[src/rtl/por_pkg.sv]
package por_pkg;

    // Hold-state of the reset generator.
    typedef enum logic {
        ST_HOLD = 1'b0,   // reset asserted (cause present or stretch running)
        ST_RUN  = 1'b1    // reset released
    } por_state_e;

    // Reset causes after synchronisation.
    typedef struct packed {
        logic supply_low;
        logic manual;
    } por_cause_t;

    // Outputs of the reset stage.
    typedef struct packed {
        logic rst_n;
        logic rst;
    } por_out_t;

    // Counter width needed to count 0 .. n-1, at least one bit.
    function automatic int unsigned cnt_width(input int unsigned n);
        return (n > 1) ? $clog2(n) : 1;
    endfunction

    function automatic logic any_cause(input por_cause_t c);
        return c.supply_low | c.manual;
    endfunction

endpackage

[src/rtl/por_sync.sv]
module por_sync #(
    parameter int unsigned STAGES   = 2,
    parameter logic        INIT_VAL = 1'b1
) (
    input  logic clk,
    input  logic rst,
    input  logic d_i,
    output logic q_o
);

    logic [STAGES-1:0] chain_q;

    generate
        for (genvar s = 0; s < STAGES; s++) begin : g_stage
            if (s == 0) begin : g_first
                always_ff @(posedge clk) begin
                    if (rst) chain_q[0] <= INIT_VAL;
                    else     chain_q[0] <= d_i;
                end
            end else begin : g_rest
                always_ff @(posedge clk) begin
                    if (rst) chain_q[s] <= INIT_VAL;
                    else     chain_q[s] <= chain_q[s-1];
                end
            end
        end
    endgenerate

    assign q_o = chain_q[STAGES-1];

endmodule

[src/rtl/por_hold_timer.sv]
module por_hold_timer
    import por_pkg::*;
#(
    parameter int unsigned HOLD_CYCLES = 20_000_000
) (
    input  logic       clk,
    input  logic       rst,
    input  por_cause_t cause_i,
    output logic       hold_nxt_o
);

    localparam int unsigned CNT_W = cnt_width(HOLD_CYCLES);
    localparam logic [CNT_W-1:0] LAST = CNT_W'(HOLD_CYCLES - 1);

    por_state_e       state_q, state_d;
    logic [CNT_W-1:0] cnt_q, cnt_d;

    always_comb begin
        state_d = state_q;
        cnt_d   = cnt_q;
        if (any_cause(cause_i)) begin
            state_d = ST_HOLD;
            cnt_d   = '0;
        end else if (state_q == ST_HOLD) begin
            if (cnt_q == LAST) begin
                state_d = ST_RUN;
                cnt_d   = '0;
            end else begin
                cnt_d = cnt_q + 1'b1;
            end
        end
    end

    always_ff @(posedge clk) begin
        if (rst) begin
            state_q <= ST_HOLD;
            cnt_q   <= '0;
        end else begin
            state_q <= state_d;
            cnt_q   <= cnt_d;
        end
    end

    assign hold_nxt_o = (state_d == ST_HOLD);

endmodule

[src/rtl/por_out_stage.sv]
module por_out_stage
    import por_pkg::*;
(
    input  logic     clk,
    input  logic     rst,
    input  logic     hold_i,
    output por_out_t out_o
);

    // Two independent flops, both loaded from the same next state.
    always_ff @(posedge clk) begin
        if (rst) begin
            out_o.rst_n <= 1'b0;
            out_o.rst   <= 1'b1;
        end else begin
            out_o.rst_n <= ~hold_i;
            out_o.rst   <= hold_i;
        end
    end

endmodule

[src/rtl/por_pulse_gen.sv]
module por_pulse_gen
    import por_pkg::*;
#(
    parameter int unsigned HOLD_CYCLES = 20_000_000,
    parameter int unsigned SYNC_STAGES = 2
) (
    input  logic clk,
    input  logic rst,
    input  logic supply_ok_i,
    input  logic man_rst_n_i,
    output logic rst_n_o,
    output logic rst_o
);

    logic       man_n_sync;
    logic       hold_nxt;
    por_cause_t cause;
    por_out_t   outs;

    por_sync #(
        .STAGES   (SYNC_STAGES),
        .INIT_VAL (1'b1)
    ) i_man_sync (
        .clk (clk),
        .rst (rst),
        .d_i (man_rst_n_i),
        .q_o (man_n_sync)
    );

    always_comb begin
        cause.supply_low = ~supply_ok_i;
        cause.manual     = ~man_n_sync;
    end

    por_hold_timer #(
        .HOLD_CYCLES (HOLD_CYCLES)
    ) i_timer (
        .clk        (clk),
        .rst        (rst),
        .cause_i    (cause),
        .hold_nxt_o (hold_nxt)
    );

    por_out_stage i_out (
        .clk    (clk),
        .rst    (rst),
        .hold_i (hold_nxt),
        .out_o  (outs)
    );

    assign rst_n_o = outs.rst_n;
    assign rst_o   = outs.rst;

endmodule

[config.mk]
export PLATFORM = sky130hd
export DESIGN_NAME = por_pulse_gen
export DESIGN_NICKNAME = d
export VERILOG_FILES = /design/src/rtl/por_pkg.sv /design/src/rtl/por_sync.sv /design/src/rtl/por_hold_timer.sv /design/src/rtl/por_out_stage.sv /design/src/rtl/por_pulse_gen.sv
export SDC_FILE = /design/constraint.sdc
export NUM_CORES = 1
export LEC_CHECK = 0
export ABC_AREA = 0
export BUFFER_PORTS_ARGS = -buffer_cell sky130_fd_sc_hd__buf_2
export CAP_MARGIN = 0
export CORE_UTILIZATION = 60
export CTS_CLUSTER_DIAMETER = 50
export DETAILED_ROUTE_END_ITERATION = 7
export GPL_ROUTABILITY_DRIVEN = 0
export PLACE_DENSITY = 0.78
export SETUP_SLACK_MARGIN = 0.15
export SLEW_MARGIN = 40
export SYNTH_ARGS = -nofsm -noshare
export SYNTH_HDL_FRONTEND = slang
export SYNTH_SLANG_ARGS = --single-unit
[constraint.sdc]
create_clock -name clk -period 4.3 [get_ports clk]
set_input_delay 0 -clock clk [delete_from_list [all_inputs] [get_ports clk]]
set_output_delay 0 -clock clk [all_outputs]
set_load 0.02 [all_outputs]
=== Word-level counts from Yosys, hierarchy flattened ===
Index checks and enable logic that the tools add are counted.

* Bits in registers: 29
* Input bits: 4
* Output and inout bits: 2
* Logic and storage cells: 16

* $add $sub $neg: 1
* Equal/unequal tests: 1
* Muxes and demuxes: 4
* Bitwise logic cells: 4
* Reduce and logical (&&, ||, !) cells: 1

{| class="wikitable"
|+ Operators by type and width
! operator !! count
|-
| 25-bit by 1-bit adder with 25-bit output (second input constant) || 1
|-
| 25-bit == test (second input constant) || 1
|-
| 25-bit two-way mux || 1
|-
| 1-bit two-way mux || 3
|-
| 1-bit NOT || 3
|-
| 2-bit OR reduction || 1
|-
| 1-bit OR || 1
|}

=== Longest topological paths before layout ===
Gate-level depths: netlist of the first run.

* Word-level depth: 5
* Gate-level depth with buffers: 7

=== Cells and area by module ===
A second synthesis of the first run with hierarchy kept.

* Cell total of the unflattened synthesis: 164
* Area total of the unflattened synthesis: 1,430.1 um2

{| class="wikitable"
|+ Modules (own cells, without submodules)
! module !! times used !! cells each !! area an instance (um2) !! seq. area each (um2)
|-
| por_hold_timer || 1 || 154 || 1,320.0 || 520.5
|-
| por_sync || 1 || 4 || 52.6 || 40.0
|-
| por_out_stage || 1 || 4 || 50.0 || 40.0
|-
| por_pulse_gen || 1 || 2 || 7.5 || 0.0
|}

=== Worst setup path after synthesis of the first run ===
No wires, ideal clock.

* Kind: reg-to-reg
* Start point: register i_timer.cnt_q[0]
* End point: register i_timer.cnt_q[22]
* Setup time: 0.115 ns
* Arrival time: 1.764 ns
* Setup slack: 2.421 ns
* Cell stages (with the launch flop): 7
* Path buffers: 0
* Path through: dfxtp_1 > ha_1 > nand4b_1 > or4_4 > nor4_4 > xnor2_1 > nor2_1

* Cells in the longest elaborated chain, start to end: 2

{| class="wikitable"
|+ Ends and longest elaborated chain
! what !! RTL line !! text
|-
| start, declared || por_hold_timer.sv:16 || <nowiki>logic [CNT_W-1:0] cnt_q, cnt_d;</nowiki>
|-
| start signal, assigned || por_hold_timer.sv:40 || <nowiki>cnt_q <= cnt_d;</nowiki>
|-
| 25-bit by 1-bit adder with 25-bit output / 25-bit == test (equally long branches) || por_hold_timer.sv:29, por_hold_timer.sv:25 ||
|-
| 25-bit two-way mux (*) || por_hold_timer.sv:25 || <nowiki>if (cnt_q == LAST) begin</nowiki>
|}

Every way passes the cells marked *; elsewhere a longest branch is shown, timed or not.
A chain may end at the register's enable or synchronous reset.

=== Worst setup path after layout of the first run ===
* Start point: register i_timer.cnt_q[0]
* End point: register i_timer.cnt_q[6]

Same word-level chain as after synthesis.

==> impl_metrics.ini, run 1 <==
[drt]
dr.pass1.iters = 4
via_per_inst = 5.73
vias = 1135
drt_iter0_drc = 35
final_antenna_net_count = 0
wl_per_cell_um = 13.5
drt-total-wl_mm = 2.67
drc_errors = 0

[synthesis]
yosysTopAreaCell = dfxtp_1
synth-seq-area-share = 0.418
synth_fp_nets = 163
syn_inst = 158
ys.flop_type = dfxtp_1
synth_edf_count = 0
yosysWarningCount = 0
async_flop_share = 0
yosys.area.top_type_share = 0.418
synth.top_cells.by_count = 29 x dfxtp_1, 29 x nor2_1, 18 x xnor2_1
avgSynthCellArea_um2 = 8.79
synth_cell_type_count = 36
synth_seq_cells = 29
synth_top_cells_by_area = dfxtp_1 42%, xnor2_1 11%, nor2_1 7.8%, nor4_2 3.6%, nand2_1 3.0%
syn-cell-area_um2 = 1390

[cells_and_area]
area_growth_pct = 11.2
final_nets = 174
drive_above_1_share = 0.153
n_antenna_cell = 0
final_cell_area_um2 = 1540

[power_and_ir_drop]
ir_drop_v = 0.000296
p_clk_frac = 0.453
combinationalPowerShare = 0.025
power_density_nw_per_um2 = 337
p_leak_nw = 0.460
sw_frac_of_total = 0.204
power.switching_mw = 0.106
seq_power_share = 0.522
power.internal_mw = 0.414

[timing]
hold_viol_final = 0
setup_viol = 0
period_needed_ns = 2.16
final.setup.worst_slack_ns = 2.14
finalMaxSlewViolations = 0
slew_headroom = 0.674
clock_skew_ns = 0.00872
timing.fmax_mhz = 463
tightest_slew_ns = 0.487
rsz0062_at_grt = false
tns_ns = 0
post-route-period-util = 0.502
holdWs_ns = 0.0759

[grt]
grt_pass1_vias = 1068
grt.total_usage = 0.249
grt_max_degree = 20
antenna_found_initial = 0
grt_pass1_wl_mm = 4.61
gr-total-overflow = 0

[hold_path]
hold_path.class = in2reg
whs_path_depth = 4
worst_hold_startpoint = supply_ok_i

[placement]
pre_cts_ws_ns = 2.18
dp_hpwl_mm = 1.96
port_buffers = 5
dpl_cell_area_um2 = 1430

[die]
start_util = 0.634
die_x_um = 50.1
die_h_um = 50.1
rows = 17
die_area_um2 = 2510
ioPinCount = 6
core_area_um2 = 2190

[critical_path]
cp-end-kind = flop
critPathKind = reg2reg
critPathArrivalTime_ns = 2.35
cp_max_fo = 19
startpoint_type = flop
critPathLaunch = i_timer.cnt_q[0]
required_ns = 4.49
r2r_cells = 6
r2r_slack_ns = 2.14
rr_startpoint = i_timer.cnt_q[0]

[clock_network]
clk_pin_slew_worst_paths_ns = 0.10
cts_setup_buffers = 0
h-tree-depth = 2
cts_buffer_depth = 2
clkSinkCount = 29
cts_buffers = 5
clockRootBuffer = clkbuf_4
clock_latency_ns = 0.32
cts_tree = built

[run]
cap_violations = 0

[run_status]
outcome = finished, final reports clean
through the flow:
| step | power (mW) | std cells | utilization |
|---|---|---|---|
| floorplan | 0.285 | 158 | - |
| global placement | 0.288 | 187 | 0.650 |
| detailed placement | 0.288 | 187 | 0.650 |
| CTS | 0.523 | 198 | 0.705 |
| global route | 0.537 | 198 | 0.705 |
| finish | 0.520 | 198 | 0.705 |
worst max-delay path, cell delays in order (launching register included):
cell and delay (ns):
dfxtp_1 0.43, ha_1 0.24, nand4_1 0.17, nor4_2 0.34, nand4_2 0.25, o21ai_4 0.48
nor2_1 0.11
registers in the layout (all words and copies together) (netlist names):
| register | cells |
|---|---|
| i_man_sync.q_o | 1 |
| i_timer.cnt_q | 25 |
| i_out.out_o | 2 |
| i_man_sync.chain_q | 1 |
cells by family (layout without fill, tap and decap cells):
kind of cell	after synthesis	after routing	share of synthesized area
AO/OA/AOI/OAI	11	11	0.0523
adder cells (fa/ha/maj)	1	1	0.00901
flip-flops	29	29	0.418
XOR/XNOR	20	20	0.126
buffers and inverters	9	21	0.0306
AND/OR/NAND/NOR	88	88	0.364
cell usage in the layout, fill, tap and decap left out, drive strengths merged, types with 2 or more instances in the layout:
master | netlist | final
nor2 | 29 | 29
dfxtp | 29 | 29
xnor2 | 18 | 18
nand2 | 11 | 11
nor4 | 9 | 9
nand3 | 8 | 8
nand4 | 6 | 6
clkbuf | 2 | 6
nor3 | 5 | 5
a21oi | 5 | 5
inv | 5 | 5
buf | 2 | 5
or2 | 4 | 4
dlygate4sd3 | 0 | 3
o21ai | 3 | 3
or4 | 3 | 3
and3 | 2 | 2
or3 | 2 | 2
xor2 | 2 | 2
nor2b | 2 | 2
o21a | 2 | 2
final timing paths:
kind | end
max | i_timer.cnt_q[6]
max reg2reg | i_timer.cnt_q[6]
min | i_out.out_o[0]
min reg2reg | i_man_sync.q_o
power groups by stage:
stage	registers (mW)	logic (mW)	clock network, mW
6_report	0.272	0.0130	0.236
2_1_floorplan	0.277	0.00808	0
4_1_cts	0.271	0.0129	0.238
5_1_grt	0.272	0.0145	0.251
3_5_place_dp	0.278	0.0106	0
3_3_place_gp	0.277	0.0102	0
per-layer routing:
metal / vias to the layer above / wire length, um / GRT usage
met1: 544 / 1280 / 0.314
li1: 569 / - / -
met4: 0 / 0 / 0.100
met3: 0 / 115 / 0.0741
met5: - / 0 / 0
met2: 22 / 1280 / 0.391
what timing repair did:
action | in CTS | in global routing
gates resized for setup | 0 | 0
hold buffers | 3 | 0
hold endpoints to repair | 2 | 0
cell type report:
class / count / area, um^2
multi-input combinational: 120 / 766
fill: 181 / 647
sequential: 29 / 581
timing repair buffer: 8 / 55.1
clock buffer: 6 / 51.3
clock inverter: 2 / 37.5
tap: 28 / 35.0
inverter: 5 / 18.8
Note: power is estimated with default switching activity, not from simulation.
==> inputs of run 2 (changes only) <==
- ABC_AREA: 0 -> 1
- clock period: 4.3 -> 2 ns (I/O delays scaled with it)
==> impl_metrics.ini, run 2 <==
[clock_network]
clockRootBuffer = clkbuf_4
cts_buffers = 5
cts_tree = built
clock_latency_ns = 0.35
h-tree-depth = 2
cts_setup_buffers = 0
cts_buffer_depth = 2
clk_pin_slew_worst_paths_ns = 0.10
clkSinkCount = 29

[grt]
grt_pass1_wl_mm = 5.49
gr-total-overflow = 0
grt_pass1_vias = 1252
antenna_found_initial = 0
grt.total_usage = 0.277
grt_max_degree = 21

[cells_and_area]
multi_input_area_um2 = 906
n_antenna_cell = 0
drive_above_1_share = 0.180
fillers = 204
final_nets = 254
final_cell_area_um2 = 1810
final_core_util = 0.719
mostFrequentLayoutCell = nand2_1
area_growth_pct = 11.9
ff_latch_area_um2 = 581
largestRegisters = i_timer.cnt_q: 25 flops, i_out.out_o: 2 flops
regMostFlops = i_timer.cnt_q
largest_register_ffs = 25
final_cell_mix = 46 x nand2_1, 45 x nor2_1, 29 x dfxtp_1

[die]
core_area_um2 = 2520
die_x_um = 54.0
start_util = 0.642
rows = 18
die_area_um2 = 2910
ioPinCount = 6
die_h_um = 54.0

[critical_path]
cpMaxStageDelayCell = dfxtp_1
critPathArrivalTime_ns = 1.82
crit_chain = ha_1, inv_1, nor2_4, nand2_2, nor2_4, nand3_2, nand2_4, inv_1, nand2_1, nor2_1
cp-end-kind = flop
cp_max_fo = 11
critPathKind = reg2reg
r2r-end = i_timer.cnt_q[17]
rr_startpoint = i_timer.cnt_q[1]
startpoint_type = flop
r2r_slack_ns = 0.43
required_ns = 2.25
slowest_delay_ns = 0.37
r2r_cells = 10

[drt]
drc_errors = 0
drt_iter0_drc = 45
final_antenna_net_count = 0
dr.pass1.iters = 4
via_per_inst = 5.23
drt-total-wl_mm = 3.44
wl_per_cell_um = 12.3
vias = 1463

[timing]
clock_skew_ns = 0.00655
post-route-period-util = 0.787
slew_headroom = 0.754
hold_viol_final = 0
period_needed_ns = 1.57
setup_viol = 0
finalMaxSlewViolations = 0
timing.fmax_mhz = 636
final.setup.worst_slack_ns = 0.427
rsz0062_at_grt = false
tns_ns = 0
tightest_slew_ns = 0.366

[synthesis]
synth_cell_type_count = 26
yosysTopAreaCell = dfxtp_1
synth.top_cells.by_count = 46 x nand2_1, 45 x nor2_1, 29 x dfxtp_1
syn_inst = 236
synth_seq_cells = 29
synth_edf_count = 0
syn-cell-area_um2 = 1620
yosysWarningCount = 0
synth_most_common_cell = nand2_1
async_flop_share = 0
ys.flop_type = dfxtp_1
yosys.area.top_type_share = 0.358
synth-seq-area-share = 0.358
synth_fp_nets = 241
avgSynthCellArea_um2 = 6.87
synth_top_cells_by_area = dfxtp_1 36%, nand2_1 11%, nor2_1 10%, inv_1 6.5%, nand3_1 6.2%

[placement]
port_buffers = 5
dpl_cell_area_um2 = 1680
dp_hpwl_mm = 2.49
pre_cts_ws_ns = 0.372

[power_and_ir_drop]
ir_drop_v = 0.000692
total_power_mw = 1.22
power_density_nw_per_um2 = 675
p_leak_nw = 0.716

[hold_path]
holdPathEnd = i_out.out_o[0]
worst_hold_startpoint = supply_ok_i
hold_path.class = in2reg
whs_path_depth = 4

[run]
cap_violations = 0

[run_status]
outcome = finished, final reports clean
## run 2: cell count changes in the layout (fill, tap and decap cells not counted), sizes merged, moves of 3 or more
cell	delta
xor2	+6
nor4	-9
nand3	+14
or4	-3
buf	+3
inv	+24
xnor2	-16
nor2	+29
nand2	+45
## run 2: final cells by class
type                    count  area share
multi-input cells         173       0.500
repair buffers             11      0.0428
inverters                  29      0.0600
clock inverters             3      0.0359
well taps                  30      0.0207
clock buffers               5      0.0207
flip-flops and latches     29       0.320
## run 2: layer usage
metal / track usage / vias up / routed length (um)
met5: 0 / - / 0
met4: 0.105 / 0 / 64
met3: 0.0847 / 6 / 222
met2: 0.420 / 35 / 1520
met1: 0.363 / 652 / 1630
li1: - / 770 / -
## run 2: how the worst max path moves through the flow
stage                      from           endpoint  depth (start not counted)
2_1_floorplan  i_timer.cnt_q[1]  i_timer.cnt_q[23]                         11
3_3_place_gp   i_timer.cnt_q[1]  i_timer.cnt_q[11]                         10
3_5_place_dp   i_timer.cnt_q[1]  i_timer.cnt_q[19]                         10
4_1_cts        i_timer.cnt_q[1]  i_timer.cnt_q[17]                         10
5_1_grt        i_timer.cnt_q[1]  i_timer.cnt_q[19]                         10
6_report       i_timer.cnt_q[1]  i_timer.cnt_q[17]                         10
## run 2: kinds of logic (layout without fill, tap and decap cells)
kind of cell | count (synthesis) | after routing | synth area share
AOI/OAI and AO/OA | 8 | 8 | 0.0301
buffers and inverters | 34 | 48 | 0.0857
xor gates and xnor gates | 10 | 10 | 0.0541
adders and majority gates | 1 | 1 | 0.00772
DFF | 29 | 29 | 0.358
and+or+nand+nor | 154 | 154 | 0.464
## run 2: report_power, final
part	switching (mW)	internal, mW
Combinational	0.0178	0.0138
Sequential	0.00156	0.581
Clock	0.223	0.387
## run 2: repair_timing
item | 4_1_cts | 5_1_grt
gates resized for setup | 0 | 1
hold endpoints to repair | 2 | 0
hold buffers | 3 | 0
setup endpoints to repair | 0 | 1
## run 2: stage by stage
stage	instances	hold WS, ns
6_report	280	0.0728
5_1_grt	280	0.0910
4_1_cts	280	0.0492
3_5_place_dp	269	0.190
3_3_place_gp	269	0.183
2_1_floorplan	236	0.104
## run 2: critical path: cells and delay by family, from the launching register on
family,cells,cell delay [ns]
adder cells (fa/ha/maj),1,0.22
buffers and inverters,2,0.18
flip-flops,1,0.37
AND/OR/NAND/NOR,7,0.73
==> inputs of run 3 (changes only) <==
- clock period: 2 -> 1.5 ns (I/O delays scaled with it)
==> impl_metrics.ini, run 3 (synthesis gave the netlist of run 2 again) <==
[run_status]
outcome = finished, final reports clean

[grt]
gr-total-overflow = 0
grt_pass1_wl_mm = 6.04
antenna_found_initial = 0
grt_pass1_vias = 1373
grt_max_degree = 13
grt.total_usage = 0.302

[cells_and_area]
final_cell_mix = 41 x nand2_1, 34 x nor2_1, 25 x inv_1
regMostFlops = i_timer.cnt_q
final_cell_area_um2 = 2090
area_growth_pct = 28.7
mostFrequentLayoutCell = nand2_1
stdcell_count = 298
drive_above_1_share = 0.396
final_nets = 272
final_core_util = 0.827
fillers = 159
n_antenna_cell = 0
largest_register_ffs = 25
largestRegisters = i_timer.cnt_q: 25 flops, i_out.out_o: 2 flops

[timing]
hold_viol_final = 0
setup_viol = 0
clock_skew_ns = 0.0124
rsz0062_at_grt = true
tightest_slew_ns = 0.264
period_needed_ns = 1.43
timing.fmax_mhz = 699
post-route-period-util = 0.954
holdWs_ns = 0.0863
tns_ns = 0
finalMaxSlewViolations = 0
slew_headroom = 0.822

[critical_path]
startpoint_type = flop
critPathKind = reg2reg
cp_max_fo = 8
r2r_slack_ns = 0.07
required_ns = 1.75
critPathArrivalTime_ns = 1.68
cp-end-kind = flop

[clock_network]
cts_buffer_depth = 2
clock_latency_ns = 0.34
clk_pin_slew_worst_paths_ns = 0.10
h-tree-depth = 2
clockRootBuffer = clkbuf_4
cts_tree = built
clkSinkCount = 29
cts_buffers = 5

[hold_path]
hold_path.class = in2reg

[placement]
port_buffers = 5
dpl_cell_area_um2 = 1750
dp.cells = 277
dp_hpwl_mm = 2.52

[drt]
drt_iter0_drc = 80
dr.pass1.iters = 4
drc_errors = 0
wl_per_cell_um = 14.2
vias = 1598
final_antenna_net_count = 0
via_per_inst = 5.36
drt-total-wl_mm = 4.25

[power_and_ir_drop]
p_leak_nw = 0.825
power.switching_mw = 0.310
sw_frac_of_total = 0.241
power_density_nw_per_um2 = 616
power.internal_mw = 0.976
seq_power_share = 0.602
combinationalPowerShare = 0.045
p_clk_frac = 0.353
ir_drop_v = 0.000697

[die]
die_x_um = 54.0
die_h_um = 54.0
core_area_um2 = 2520
ioPinCount = 6
rows = 18
die_area_um2 = 2910
start_util = 0.642

[run]
cap_violations = 0
-- run 3: cell types whose count changed in the layout (fill, tap and decap cells not counted), sizes merged --
cell,change
clkinv,+1
buf,+18
bufinv,-2
clkbuf,+1
-- run 3: power by group through the flow --
stage               combinational, mW  sequential [mW]  clock [mW]
floorplan                      0.0266            0.795           0
global placement               0.0368            0.795           0
detailed placement             0.0369            0.796           0
CTS                            0.0508            0.778       0.468
global route                   0.0618            0.775       0.496
finish                         0.0572            0.774       0.454
-- run 3: stage by stage --
stage,worst slack [ns],power [mW]
5_1_grt,-0.0912,1.33
3_5_place_dp,0.0173,0.833
6_report,0.0693,1.29
3_3_place_gp,0.0589,0.832
4_1_cts,0.133,1.30
2_1_floorplan,0.165,0.822
-- run 3: path summary, 6_finish.rpt --
check	startpoint	end	cells after the start
worst max-delay path	i_timer.cnt_q[8]	i_timer.cnt_q[10]	7
worst min-delay path	supply_ok_i	i_out.out_o[0]	4
worst max register to register	i_timer.cnt_q[8]	i_timer.cnt_q[10]	7
worst min register to register	i_man_sync.chain_q[0]	i_man_sync.q_o	1
-- run 3: worst max-delay path, cell delays in order (launching register included) --
cell	delay, ns
dfxtp_1	0.37
nor2_1	0.23
nand3_2	0.14
nor2_4	0.13
nand3_2	0.11
nand2_4	0.17
buf_6	0.14
nor2_1	0.04
-- run 3: final cells by class --
cell class | count | area, um^2 | area share
clock buffers | 6 | 41.3 | 0.0198
clock inverters | 2 | 10.0 | 0.00480
inverters | 29 | 111 | 0.0534
multi-input cells | 173 | 1060 | 0.506
flip-flops and latches | 29 | 606 | 0.290
well taps | 30 | 37.5 | 0.0180
repair buffers | 29 | 224 | 0.107
-- run 3: layer usage --
layer  routed length [um]  up-vias  track usage
li1                     -      801            -
met5                    0        -            0
met4                   98        0        0.118
met2                 2010       59        0.467
met3                  280       13       0.0989
met1                 1860      725        0.383
-- run 3: what timing repair did --
action	CTS	global route
hold buffers	3	0
setup endpoints to repair	16	21
buffers inserted	5	5
resized for setup	19	42
endpoints found under the hold margin	2	0
pin swaps	10	15
